`config.mk`:
```
export PLATFORM = sky130hd
export DESIGN_NAME = serial_adder_seq
export DESIGN_NICKNAME = d
export VERILOG_FILES = /design/src/rtl/sadd_pkg.sv /design/src/rtl/sadd_step_counter.sv /design/src/rtl/sadd_op_decode.sv /design/src/rtl/sadd_shift_reg.sv /design/src/rtl/sadd_bit_adder.sv /design/src/rtl/serial_adder_seq.sv
export SDC_FILE = /design/constraint.sdc
export NUM_CORES = 1
export LEC_CHECK = 0
export CAP_MARGIN = 0
export CORE_MARGIN = 10
export CORE_UTILIZATION = 40
export CTS_BUF_LIST = sky130_fd_sc_hd__clkbuf_8
export DETAILED_ROUTE_END_ITERATION = 8
export GPL_TIMING_DRIVEN = 0
export PLACE_DENSITY = 0.66
export SLEW_MARGIN = 10
export SYNTH_ARGS = -nofsm -noshare
export SYNTH_HDL_FRONTEND = slang
export SYNTH_SLANG_ARGS = --single-unit
```
`constraint.sdc`:
```
create_clock -name clk -period 6.57 [get_ports clk]
set_clock_uncertainty 0.2 [all_clocks]
set_input_delay 1.314 -clock clk [delete_from_list [all_inputs] [get_ports clk]]
set_output_delay 1.314 -clock clk [all_outputs]
set_load 0.03 [all_outputs]
```
`src/rtl/sadd_pkg.sv`:
```
package sadd_pkg;

  // Per-register action chosen from the {step, strobe} index
  typedef enum logic [1:0] {
    OP_HOLD  = 2'd0,
    OP_LOAD  = 2'd1,
    OP_SHIFT = 2'd2
  } reg_op_e;

  localparam int unsigned NUM_REGS = 3;

endpackage

```
`src/rtl/sadd_step_counter.sv`:
```
module sadd_step_counter #(
  parameter int unsigned STEP_W = 3
) (
  input  logic              clk,
  input  logic              clear_n,
  input  logic              en,
  output logic [STEP_W-1:0] q
);

  // Toggle chain: stage i flips when enable and all lower stages are 1
  logic [STEP_W-1:0] tgl;

  assign tgl[0] = en;

  generate
    for (genvar i = 1; i < STEP_W; i++) begin : g_chain
      assign tgl[i] = tgl[i-1] & q[i-1];
    end
  endgenerate

  always_ff @(posedge clk) begin
    if (!clear_n) begin
      q <= '0;
    end else begin
      q <= q ^ tgl;
    end
  end

endmodule

```
`src/rtl/sadd_op_decode.sv`:
```
module sadd_op_decode
  import sadd_pkg::*;
#(
  parameter int unsigned STEP_W    = 3,
  parameter int unsigned WIDTH     = 4,
  parameter int unsigned NUM_SLOTS = 3,
  parameter int unsigned LOAD_SLOT = 0
) (
  input  logic [STEP_W-1:0] step,
  input  logic              strobe,
  output reg_op_e           op
);

  localparam int unsigned IDX_W = STEP_W + 1;
  localparam logic [IDX_W-1:0] LOAD_IDX = IDX_W'(2 * LOAD_SLOT + 1);
  localparam logic [IDX_W-1:0] SHIFT_LO = IDX_W'(2 * NUM_SLOTS);
  localparam logic [IDX_W-1:0] SHIFT_HI = IDX_W'(2 * (NUM_SLOTS + WIDTH) - 1);

  logic [IDX_W-1:0] idx;

  assign idx = {step, strobe};

  always_comb begin
    op = OP_HOLD;
    if (idx == LOAD_IDX) begin
      op = OP_LOAD;
    end else if (idx >= SHIFT_LO && idx <= SHIFT_HI) begin
      op = OP_SHIFT;
    end
  end

endmodule

```
`src/rtl/sadd_shift_reg.sv`:
```
module sadd_shift_reg
  import sadd_pkg::*;
#(
  parameter int unsigned WIDTH  = 4,
  parameter bit          ROTATE = 1'b1
) (
  input  logic             clk,
  input  logic             clear_n,
  input  reg_op_e          op,
  input  logic [WIDTH-1:0] din,
  input  logic             ser_in,
  output logic [WIDTH-1:0] q
);

  logic top_in;

  generate
    if (ROTATE) begin : g_rot
      assign top_in = q[0];
    end else begin : g_ser
      assign top_in = ser_in;
    end
  endgenerate

  always_ff @(posedge clk) begin
    if (!clear_n) begin
      q <= '0;
    end else begin
      case (op)
        OP_LOAD:  q <= din;
        OP_SHIFT: q <= {top_in, q[WIDTH-1:1]};
        default:  q <= q;
      endcase
    end
  end

endmodule

```
`src/rtl/sadd_bit_adder.sv`:
```
module sadd_bit_adder (
  input  logic clk,
  input  logic clear_n,
  input  logic a_bit,
  input  logic b_bit,
  input  logic cap_en,
  output logic sum_bit,
  output logic carry_q
);

  logic cout;

  assign sum_bit = a_bit ^ b_bit ^ carry_q;
  assign cout    = (a_bit & b_bit) | (carry_q & (a_bit ^ b_bit));

  always_ff @(posedge clk) begin
    if (!clear_n) begin
      carry_q <= 1'b0;
    end else if (cap_en) begin
      carry_q <= cout;
    end
  end

endmodule

```
`src/rtl/serial_adder_seq.sv`:
```
module serial_adder_seq
  import sadd_pkg::*;
#(
  parameter int unsigned WIDTH     = 4,
  parameter int unsigned STEP_W    = 3,
  parameter int unsigned NUM_SLOTS = 3
) (
  input  logic              clk,
  input  logic              clear_n,
  input  logic              count_en,
  input  logic              load_a,
  input  logic              load_b,
  input  logic              load_c,
  input  logic [WIDTH-1:0]  data_in,
  output logic [WIDTH-1:0]  reg_a,
  output logic [WIDTH-1:0]  reg_b,
  output logic [WIDTH-1:0]  reg_c,
  output logic [STEP_W-1:0] step,
  output logic              carry_out
);

  localparam logic [STEP_W-1:0] ADD_FIRST = STEP_W'(NUM_SLOTS);
  localparam logic [STEP_W-1:0] ADD_LAST  = STEP_W'(NUM_SLOTS + WIDTH - 1);
  localparam logic [STEP_W-1:0] WIN_LAST  = STEP_W'(NUM_SLOTS + WIDTH);

  logic [NUM_REGS-1:0] strobes;
  logic [WIDTH-1:0]    regs [NUM_REGS];
  reg_op_e             ops  [NUM_REGS];
  logic                in_window;
  logic                in_add;
  logic                sum_bit;

  assign strobes = {load_c, load_b, load_a};

  sadd_step_counter #(
    .STEP_W (STEP_W)
  ) u_step (
    .clk     (clk),
    .clear_n (clear_n),
    .en      (count_en),
    .q       (step)
  );

  // Adder sees operand bits through the add steps and the final step
  assign in_window = (step >= ADD_FIRST) && (step <= WIN_LAST);
  assign in_add    = (step >= ADD_FIRST) && (step <= ADD_LAST);

  sadd_bit_adder u_add (
    .clk     (clk),
    .clear_n (clear_n),
    .a_bit   (in_window & regs[0][0]),
    .b_bit   (in_window & regs[1][0]),
    .cap_en  (in_add),
    .sum_bit (sum_bit),
    .carry_q (carry_out)
  );

  generate
    for (genvar r = 0; r < NUM_REGS; r++) begin : g_reg
      sadd_op_decode #(
        .STEP_W    (STEP_W),
        .WIDTH     (WIDTH),
        .NUM_SLOTS (NUM_SLOTS),
        .LOAD_SLOT (r)
      ) u_dec (
        .step   (step),
        .strobe (strobes[r]),
        .op     (ops[r])
      );

      sadd_shift_reg #(
        .WIDTH  (WIDTH),
        .ROTATE (r < NUM_REGS - 1)
      ) u_reg (
        .clk     (clk),
        .clear_n (clear_n),
        .op      (ops[r]),
        .din     (data_in),
        .ser_in  (sum_bit),
        .q       (regs[r])
      );
    end
  endgenerate

  assign reg_a = regs[0];
  assign reg_b = regs[1];
  assign reg_c = regs[2];

endmodule

```
==> summary.txt <==
Floorplan
  • Die Y: 68.79 um
  • Std cell rows: 17
  • Starting density of the core: between 40% and 50%
  • Die Span X: 68.79 um
  • IO Count: 26
  • Core region area: 2233 um^2
  • Die ar.: 4732 um^2

Timing
  • Fmax: between 300 and 400 MHz
  • Fin Hold WS: around 0.29 ns
  • Setup violators final: 0
  • Max-slew violations: 0
  • Minimum clock period: between 3 and 4 ns
  • Tcrit/Tclk final: between 40% and 50%
  • RSZ-0062 raised after global routing: false
  • Final Hold Vio Count: 0
  • Total negative setup slack: 0 ns
  • Worst Tran Pin Value: approximately 0.46 ns
  • Relative slew slack: between 60% and 70%

Clock tree
  • Clock transition at the registers of the reported paths: roughly 0.060 ns
  • Clock root buffer: clkbuf_8
  • Htree depth: 1
  • CTS resizes: 0
  • Num Clock Sinks: 16
  • Number of CTS-inserted buffers: 3
  • Setup Fix Bufs, Post-CTS: 0
  • Hold bufs inserted after CTS: 0
  • CTS Buffer Depth: 2
  • TritonCTS clock tree: yes
  • Clock latency on the worst-skew pair: between 0.2 and 0.3 ns

Power and ir drop
  • Total power per unit cell area: between 150 and 200 nW/um^2
  • Total power: 243.1 uW
  • Logic gate share of total power: between 20% and 30%
  • Seq pwr share: 45.3%
  • Cell Int Power: about 170 uW
  • Net Sw Frac: 29.44%
  • Leakage: 0.0004643 uW
  • NetSw: a little over 70 uW
  • Power share of the clock group: between 20 and 30%
  • Peak VDD IR: approximately 140 uV

Place
  • I/O Buffers: 25
  • Placed instance area: between 1000 and 1500 um^2
  • GPL Wtd Cong: between 0.8 and 0.9
  • Final HPWL DP: between 1.5 and 2 mm

Setup path
  • Crit path kind: reg -> out
  • Worst Path Required: around 5.1 ns
  • Crit Path Max Fanout: 9
  • Crit path arrival time: ~1.5 ns
  • CP max stage cell: clkdlybuf4s50_1
  • Crit path depth: 1
  • CP Launch Type: flop
  • Max incr delay on CP: between 0.7 and 0.8 ns
  • Worst r2r src: u_step.q[1]$_SDFF_PN0_
  • Crit path capture: step[0]
  • Critical path endpoint category: primary output
  • Crit-path cells: clkdlybuf4s50_1
  • R2R cell count: 9
  • RR Endpoint: g_reg[2].u_reg.q[3]$_SDFFE_PN0P_
  • Worst Path Buf+Inv: 1
  • Worst Setup SP: u_step.q[0]$_SDFF_PN0_
  • CP delay by family, top: buffers and inverters
  • Reg2Reg Setup Slack: 4.10 ns

Layout
  • Layout cells sized above 1: ~11%
  • Design area: 1279 um^2
  • Fin util: a little under three fifths
  • Fillers: ~230
  • N_diodes: 0
  • Syn-to-layout area delta: 34.30%
  • Final net count: approximately 150

Logic synthesis
  • Area fraction of the dominant cell type after synthesis: about a third
  • Library cells used by synthesis: 32
  • Async S/R FF share, synth: 0%
  • Synth Instances: approximately 110
  • Post-synth top area cell: dfxtp_1
  • Most frequent cell after synthesis: dfxtp_1
  • Seq/Total Area, Yosys: approximately a third
  • Syn avg cell area: just under 9 um^2
  • Post-Synthesis Cell Area: 952.2 um^2
  • Post-synth EDFFs: 0
  • Ranking of synthesized cells by area: dfxtp_1, a221o_1, nor2_1
  • Syn Nets: around 120
  • Yosys warns: 0
  • Most used flip-flop cell after synthesis: dfxtp_1
  • Seq cells post-synth: 16
  • Most instantiated cells after synthesis: dfxtp_1, nor2_1, a21oi_1, a221o_1, nand3_1

Status
  • Outcome: finished clean

Global routing
  • Grt total ovfl: 0
  • First-pass GRT wire length: 4.098 mm
  • Vias in the first global route: roughly 900
  • GRT Overall Usage: approximately 11%
  • Largest net degree at the start of global routing: 11
  • Initial antenna violation count: 0

Run
  • Max-cap violations: 0

Drt
  • Post-DR wirelength/cell: ~15 um
  • Via count: roughly 900
  • 1st-iter DRT viols: slightly above 40
  • Routed Antenna Nets: 0
  • Wire length on met2: 1.236 mm
  • DRT Pass-1 Iters: 4
  • Uppermost layer routed: met4
  • Final wirelength: approximately 2.4 mm
  • DR WL met3: between 150 and 200 um
  • Vias per std cell: ~5.5
  • Met1 wire length: between 1 and 1.5 mm
  • Post-route DRC: 0

Min path
  • Worst min-delay path class: reg -> reg
## how the worst min path moves through the flow
stage	cells after the start	slack (ns)	start	end
2_1_floorplan	2	0.43	u_add.carry_q$_SDFFE_PN0P_	u_add.carry_q$_SDFFE_PN0P_
3_5_place_dp	1	0.29	g_reg[2].u_reg.q[0]$_SDFFE_PN0P_	g_reg[2].u_reg.q[0]$_SDFFE_PN0P_
4_1_cts	1	0.30	g_reg[2].u_reg.q[0]$_SDFFE_PN0P_	g_reg[2].u_reg.q[0]$_SDFFE_PN0P_
5_1_grt	1	0.36	g_reg[2].u_reg.q[0]$_SDFFE_PN0P_	g_reg[2].u_reg.q[0]$_SDFFE_PN0P_
3_3_place_gp	1	0.27	g_reg[2].u_reg.q[0]$_SDFFE_PN0P_	g_reg[2].u_reg.q[0]$_SDFFE_PN0P_
6_report	1	0.29	g_reg[2].u_reg.q[0]$_SDFFE_PN0P_	g_reg[2].u_reg.q[0]$_SDFFE_PN0P_
## cells by family after synthesis
logic type / after synthesis / share of synthesized area [%]
compound gates: 34 / 26.81
simple gates: 42 / 24.70
mux: 1 / 1.445
flops: 16 / 33.64
xor+xnor: 2 / 1.840
buf+inv: 10 / 6.832
fa+ha+maj: 3 / 4.730
## flip-flops by register name, summed over array words and instances (netlist names)
register	count
g.u_reg.q	12
u_step.q	3
u_add.carry_q	1
## area by class of cell
class	instances	area (um^2)	share of cell area, %
Multi-Input combinational cell	82	566.8	44.32
Sequential cell	16	320.3	25.05
Tap cell	28	35.03	2.740
Inverter	3	11.26	0.8806
Buffer	7	53.80	4.207
Timing Repair Buffer	25	250.2	19.57
Clock buffer	3	41.29	3.229
## through the flow
step                      setup slack, ns  std cells
after floorplan                     4.073        108
after global placement              3.592        161
after detailed placement            3.603        161
after CTS                           3.508        164
after global routing                3.444        164
final                               3.533        164
## cell usage in the layout, fill, tap and decap left out, types with 8 or more instances in the layout
cell type	instances
nand3_1	8
a21oi_1	8
dfxtp_1	16
clkdlybuf4s50_1	25
a221o_1	8
nor2_1	12
## layer usage
| metal | track usage, % | vias to the layer above |
|---|---|---|
| met4 | 2.709 | 0 |
| met2 | 19.24 | 28 |
| li1 | - | 458 |
| met3 | 4.992 | 2 |
| met1 | 12.45 | 411 |
| met5 | 0 | - |
## power groups by stage
stage | Combinational [uW] | Clock, uW | Sequential [uW]
after global placement | 60.5 | 0 | 112
after floorplan | 26.5 | 0 | 122
after detailed placement | 60.8 | 0 | 112
after global routing | 65.7 | 80.8 | 112
final | 60.5 | 72.5 | 110
after CTS | 61.2 | 74.7 | 110
Power figures use the tool's default switching activity.
